==> src/rtl/cmd_byte_deser.sv <==
module cmd_byte_deser #(
  parameter logic [15:0] BASE_ADDR  = 16'h0738,
  parameter logic [15:0] ADDR_MASK  = 16'h07FE,
  parameter int          DATA_BYTES = 4,
  parameter int          LOCAL_W    = 8
) (
  input  logic               clk,
  input  logic               srst,
  input  logic [7:0]         cmd_byte,
  input  logic               cmd_first,
  output logic               wr_pulse,
  output logic [LOCAL_W-1:0] wr_addr,
  output logic [31:0]        wr_data
);
  localparam int DW    = 8 * DATA_BYTES;
  localparam int LAST  = DATA_BYTES + 1;
  localparam int CNT_W = $clog2(LAST + 1);
  localparam logic [CNT_W-1:0] LAST_C = CNT_W'(LAST);
  localparam logic [CNT_W-1:0] AHI_C  = CNT_W'(1);

  logic [CNT_W-1:0] cnt;
  logic [7:0]       addr_lo, addr_hi;
  logic [DW-1:0]    data_q, data_full;

  wire [15:0] full_addr = {cmd_byte, addr_lo};
  wire [15:0] cur_addr  = {addr_hi, addr_lo};
  wire        at_last   = (cnt == LAST_C) && !cmd_first;
  wire        hit       = (cur_addr & ADDR_MASK) == (BASE_ADDR & ADDR_MASK);

  always_ff @(posedge clk) begin
    if (srst) cnt <= '0;
    else if (cmd_first) cnt <= AHI_C;
    else if (at_last) cnt <= '0;
    else if (cnt != '0) cnt <= cnt + 1'b1;
  end

  always_ff @(posedge clk) begin
    if (srst) begin
      addr_lo <= '0;
      addr_hi <= '0;
    end else if (cmd_first) begin
      addr_lo <= cmd_byte;
    end else if (cnt == AHI_C) begin
      addr_hi <= full_addr[15:8];
    end
  end

  genvar g;
  generate
    for (g = 0; g < DATA_BYTES; g++) begin : g_lane
      always_ff @(posedge clk) begin
        if (srst || cmd_first) data_q[8*g +: 8] <= '0;
        else if (cnt == CNT_W'(g + 2)) data_q[8*g +: 8] <= cmd_byte;
      end
    end
  endgenerate

  always_comb begin
    data_full = data_q;
    data_full[8*(DATA_BYTES-1) +: 8] = cmd_byte;
  end

  always_ff @(posedge clk) begin
    if (srst) begin
      wr_pulse <= 1'b0;
      wr_addr  <= '0;
      wr_data  <= '0;
    end else begin
      wr_pulse <= at_last && hit;
      if (at_last && hit) begin
        wr_addr <= cur_addr[LOCAL_W-1:0] & ~ADDR_MASK[LOCAL_W-1:0];
        wr_data <= 32'(data_full);
      end
    end
  end


  single_pulse_chk: assert property (@(posedge clk) disable iff (srst)
    wr_pulse |=> !wr_pulse);

  pulse_after_last_chk: assert property (@(posedge clk) disable iff (srst)
    $rose(wr_pulse) |-> ($past(cnt) == LAST_C && !$past(cmd_first)));

  hold_addr_chk: assert property (@(posedge clk) disable iff (srst)
    (!wr_pulse && !$past(srst)) |-> $stable(wr_addr));

  hold_data_chk: assert property (@(posedge clk) disable iff (srst)
    (!wr_pulse && !$past(srst)) |-> $stable(wr_data));

  restart_chk: assert property (@(posedge clk) disable iff (srst)
    cmd_first |=> (cnt == AHI_C));

  idle_stay_chk: assert property (@(posedge clk) disable iff (srst)
    (cnt == '0 && !cmd_first) |=> (cnt == '0 && !wr_pulse));

  cnt_range_chk: assert property (@(posedge clk) disable iff (srst)
    cnt <= LAST_C);

  reset_idle_chk: assert property (@(posedge clk)
    srst |=> (cnt == '0 && !wr_pulse));
endmodule

==> config.mk <==
export PLATFORM = sky130hd
export DESIGN_NAME = cmd_byte_deser
export DESIGN_NICKNAME = d
export VERILOG_FILES = /design/src/rtl/cmd_byte_deser.sv
export SDC_FILE = /design/constraint.sdc
export NUM_CORES = 1
export LEC_CHECK = 0
export CAP_MARGIN = 20
export CORE_AREA = 2 2 82 84
export CTS_BUF_LIST = sky130_fd_sc_hd__clkbuf_4 sky130_fd_sc_hd__clkbuf_8
export CTS_CLUSTER_SIZE = 25
export DETAILED_ROUTE_END_ITERATION = 10
export DIE_AREA = 0 0 84 86
export GPL_ROUTABILITY_DRIVEN = 0
export MAX_ROUTING_LAYER = met4
export PLACE_DENSITY = 0.77
export SYNTH_ARGS = -nofsm -noshare
export SYNTH_HDL_FRONTEND = slang
export SYNTH_SLANG_ARGS = --single-unit
==> constraint.sdc <==
create_clock -name clk -period 1.8 [get_ports clk]
set_input_delay 0.18 -clock clk [delete_from_list [all_inputs] [get_ports clk]]
set_output_delay 0.18 -clock clk [all_outputs]
set_load 0.1 [all_outputs]
# Yosys cells after proc, flatten, opt, wreduce, memory -nomap -nowiden
# Index checks and enable logic that the tools add are counted.
# Widths: inputs -> output; s select.
# word_totals
regBits	72
latch_bits	0
ramBits	0
rom_bits	0
output_inout_bits	41
word_cells	29
n_memories	0
# classes
addsub	1
mul	0
n_div	0
n_lt_le_gt_ge	0
n_eq_ne	6
n_shift	0
muxes	3
n_bitwise	1
n_reduce_logical	8
# ops
cell	n
$eq 10x10->1 const B	1
$eq 3x2->1 const B	2
$eq 3x3->1 const B	2
$reduce_bool 3->1	2
$add 3x1->3 const B	1
$eq 3x1->1 const B	1
$mux 1	3
$reduce_or 3->1	1
$logic_and 1x1->1	2
$reduce_and 2->1	1
$logic_not 1->1	1
$logic_or 1x1->1	1
$not 1->1	1

# Logic depth before layout (Yosys ltp)
# depth
word_depth	4
depth_mapped	7
depth_no_buf	5

# Worst setup path before layout
# OpenSTA, ideal clock, no wires.
# synth_timing
kind	register -> register
start	reg cnt[0]
end	reg wr_data[10]
setup_time_ns	0.072
t_arrival_ns	1.632
required_time_ns	1.728
setup_slack_ns	0.096
stages_incl_launch_ff	6
path_buffers	1
path_cell_list	dfxtp_1 ha_1 nand4bb_1 nor4_4 buf_6 mux2i_1
# synth_between
elab_chain_len	3
# synth_lines
item	line	text
start: declaration	21	logic [CNT_W-1:0] cnt;
start signal: assignment	34	else if (cnt != '0) cnt <= cnt + 1'b1;
$eq 3x3->1	n/a	
$logic_and 1x1->1	27	wire at_last = (cnt == LAST_C) && !cmd_first;
$logic_and 1x1->1	70	if (at_last && hit) begin
end signal: assignment	72	wr_data <= 32'(data_full);
end: declaration	13	output logic [31:0] wr_data
# No other way between the ends.
# A chain may end at the register's enable or synchronous reset.

# Worst setup path after layout
# layout_timing
start	reg cnt[1]
end	reg wr_data[3]
# Same word-level chain as after synthesis.

==> PnR_summary.wiki <==
{| class="wikitable"
! Metric !! Value
|-
| Library cell occupying the most area in the post-synthesis netlist || sky130_fd_sc_hd__dfxtp_1
|-
| # IOs || 52
|-
| Endpoints failing hold || 0
|-
| Layout cell share with drive strength beyond 1 || 0.1847
|-
| Distinct cells, synth || 26
|-
| Cell area power density || 806.6 nW/um2
|-
| CP Max Fanout || 9
|-
| Wire per inst || ~14 um
|-
| Die area || ~7200 um2
|-
| Clock-pin slew on the worst setup and hold paths || roughly 70 ps
|-
| Fillers || about 560
|-
| Routed vias/inst || slightly above 5
|-
| Async SR Flop Fraction || 0
|-
| Wire length the detailed router placed on met1 || roughly 2800 um
|-
| Vertical die dimension || 86 um
|-
| Number of synthesized flops with an enable pin || 0
|-
| Fin worst setup slack || about 120 ps
|-
| DP HPWL || roughly 3800 um
|-
| Commonest cells in the netlist || sky130_fd_sc_hd__dfxtp_1, sky130_fd_sc_hd__nand2b_1, sky130_fd_sc_hd__mux2i_1
|-
| Starting density of the core || 0.4855
|-
| Via count || approximately 2200
|-
| Sequential fraction of the synthesis area || 0.4729
|-
| Status || finished clean
|-
| Floorplan Core Area || 6277 um2
|-
| Worst setup path endpoint || wr_data[3]
|-
| Total setup violations reported at the end of the flow || 0
|-
| Number of clock sinks seen by CTS || 72
|-
| Wire length reported by the detailed router || 5994 um
|-
| Tot Pwr || between 2 and 3 mW
|-
| Dpl ws || 15.31 ps
|-
| Minimum clock period after layout || ~1700 ps
|-
| Startpoint types || flip-flop
|-
| Layout overhead on the synthesized area || 21.14%
|-
| Clock Skews || ~4.8 ps
|-
| Count of antenna diodes in the layout || 0
|-
| Unrepaired setup endpoints after global routing || no
|-
| Top Layer Used || met4
|-
| Warnings from Yosys || 0
|-
| Remaining Overflow, GRT || 0
|-
| Final Hold Slack || between 300 and 400 ps
|-
| Actual transition at the worst max-transition pin || approximately 500 ps
|-
| Kind of capture point of the worst setup path || flip-flop
|-
| Worst-case register-to-register setup slack || 120 ps
|-
| Area share of the largest cell type after synthesis || 0.4729
|-
| Worst min-delay path class || input port to flip-flop
|-
| H-tree depth reported by CTS || 3
|-
| Wire length of the first global-routing pass || 9432 um
|-
| Post-DRT Antenna Nets || 0
|-
| Final Max Tran Viols || 0
|-
| Number of max-cap violations || 0
|-
| Avg Inst Size Synth || ~10 um2
|-
| Peak VDD IR || between 600 and 700 uV
|-
| Worst reg2reg startpoint || cnt[1]
|-
| Pin count of the biggest net entering global routing || 33
|-
| Launching element of the worst setup path || cnt[1]
|-
| Antenna violations before repair || 0
|-
| TritonCTS clock tree || built
|-
| Input/output buffers || 44
|-
| Global Route Usage Sum || 0.1704
|-
| Vias in the first global route || 1972
|-
| Leakage dissipation || between 1 and 1.5 nW
|-
| Achievable clock frequency || around 600 MHz
|-
| Hold bufs inserted after CTS || 0
|-
| Required time reported for the critical path endpoint || roughly 2100 ps
|-
| Met2 Wirelength || between 2000 and 3000 um
|-
| Cells after Synth || 305
|-
| Number of buffers added by the clock tree synthesis step || 9
|-
| Synth Register Bits || 72
|-
| Clk buf depth || 2
|-
| Met3 routed wirelength || between 300 and 400 um
|-
| 1st-iter DRT viols || roughly 100
|-
| Cell area after technology mapping || 3048 um2
|-
| Ranking of synthesized cells by area || sky130_fd_sc_hd__dfxtp_1, sky130_fd_sc_hd__mux2i_1, sky130_fd_sc_hd__nand2b_1, sky130_fd_sc_hd__nor2_1, sky130_fd_sc_hd__ha_1
|-
| Net total in the final layout || 366
|-
| Clock latency at the later pin of the worst-skew pair || 340 ps
|-
| R2r endpoint || wr_data[3]
|-
| Pre-antenna DRT Iters || 4
|-
| DRC Markers || 0
|-
| Rel. slew slack || 0.6631
|-
| Data arrival time of the worst path || ~2000 ps
|-
| Horizontal die dimension || roughly 84 um
|-
| Length in cells of the worst reg-to-reg path || 7
|-
| Count leader, synth || sky130_fd_sc_hd__dfxtp_1
|-
| CTS root buf || sky130_fd_sc_hd__clkbuf_8
|-
| Setup_tns || 0 ps
|-
| Main flop type after synthesis || sky130_fd_sc_hd__dfxtp_1
|-
| Critical Setup Path Class || flip-flop to flip-flop
|-
| FP Rows || 29
|-
| Final period util || 0.9316
|}
==> final cells by class <==
| type | count | area [um2] | share of cell area |
|---|---|---|---|
| tap | 77 | 96.34 | 0.02609 |
| clock inverter | 1 | 5.005 | 0.001355 |
| timing repair buffer | 56 | 504.2 | 0.1366 |
| multi-input combinational | 208 | 1474 | 0.3992 |
| inverter | 3 | 11.26 | 0.003050 |
| clock buffer | 12 | 158.9 | 0.04304 |
| sequential | 72 | 1443 | 0.3907 |
==> worst max-delay path, cell delays in order, from the launching register on <==
cell and delay (ps):
sky130_fd_sc_hd__dfxtp_1 340, sky130_fd_sc_hd__inv_1 120, sky130_fd_sc_hd__ha_4 150, sky130_fd_sc_hd__nand4bb_1 150, sky130_fd_sc_hd__nor4_4 310, sky130_fd_sc_hd__buf_6 190
sky130_fd_sc_hd__clkbuf_16 180, sky130_fd_sc_hd__mux2i_1 180
==> registers in the layout, indices dropped and copies added, names as in the netlist <==
name and flops:
wr_addr 1, data_full 24, cnt 3, addr_lo 8, wr_pulse 1, addr_hi 3, wr_data 32
==> power breakdown <==
part | internal, mW | switching, mW
registers | 1.61 | 0.0125
logic | 0.0921 | 0.161
clock network | 0.566 | 0.535
total | 2.27 | 0.708
==> metrics by stage <==
stage	instance area, um2	cells	utilization
floorplan	3070	311	-
global placement	3428	413	0.5461
detailed placement	3428	413	0.5461
CTS	3592	426	0.5723
global route	3692	429	0.5882
finish	3692	429	0.5882
==> kinds of logic after synthesis <==
family,synth area share
AO/OA/AOI/OAI,0.02504
adder cells (fa/ha/maj),0.02053
buffers and inverters,0.05501
flip-flops,0.4729
multiplexers,0.2003
other,0.001230
AND/OR/NAND/NOR,0.2250
==> worst min-delay path by stage <==
stage	startpoint	to	slack, ps	depth (start not counted)
floorplan	cmd_byte[0]	data_full[0]	320	2
global placement	data_full[20]	data_full[20]	440	2
detailed placement	data_full[21]	data_full[21]	450	2
CTS	srst	wr_data[18]	310	3
global route	srst	wr_data[18]	350	3
finish	srst	wr_data[18]	310	3
==> layout by cell type, fill, tap and decap left out, drive strengths merged, types with 2 or more instances in the layout <==
cell type	n
mux2i	61
nand2	10
clkdlybuf4s50	9
ha	5
clkbuf	14
dfxtp	72
conb	7
a21oi	10
nor2b	2
inv	3
nand2b	68
buf	45
nor2	28
nand3	8
==> what timing repair did <==
item	4_1_cts	5_1_grt
setup endpoints to repair	0	34
setup buffers	0	1
gates resized for setup	0	10
==> layer usage <==
layer  up-vias  global-route usage
met4         0             0.04692
met5         -                   -
met2        60              0.2727
li1       1075                   -
met3         4             0.05486
met1      1025              0.2086
No activity file was read; power rests on OpenSTA's default activity.
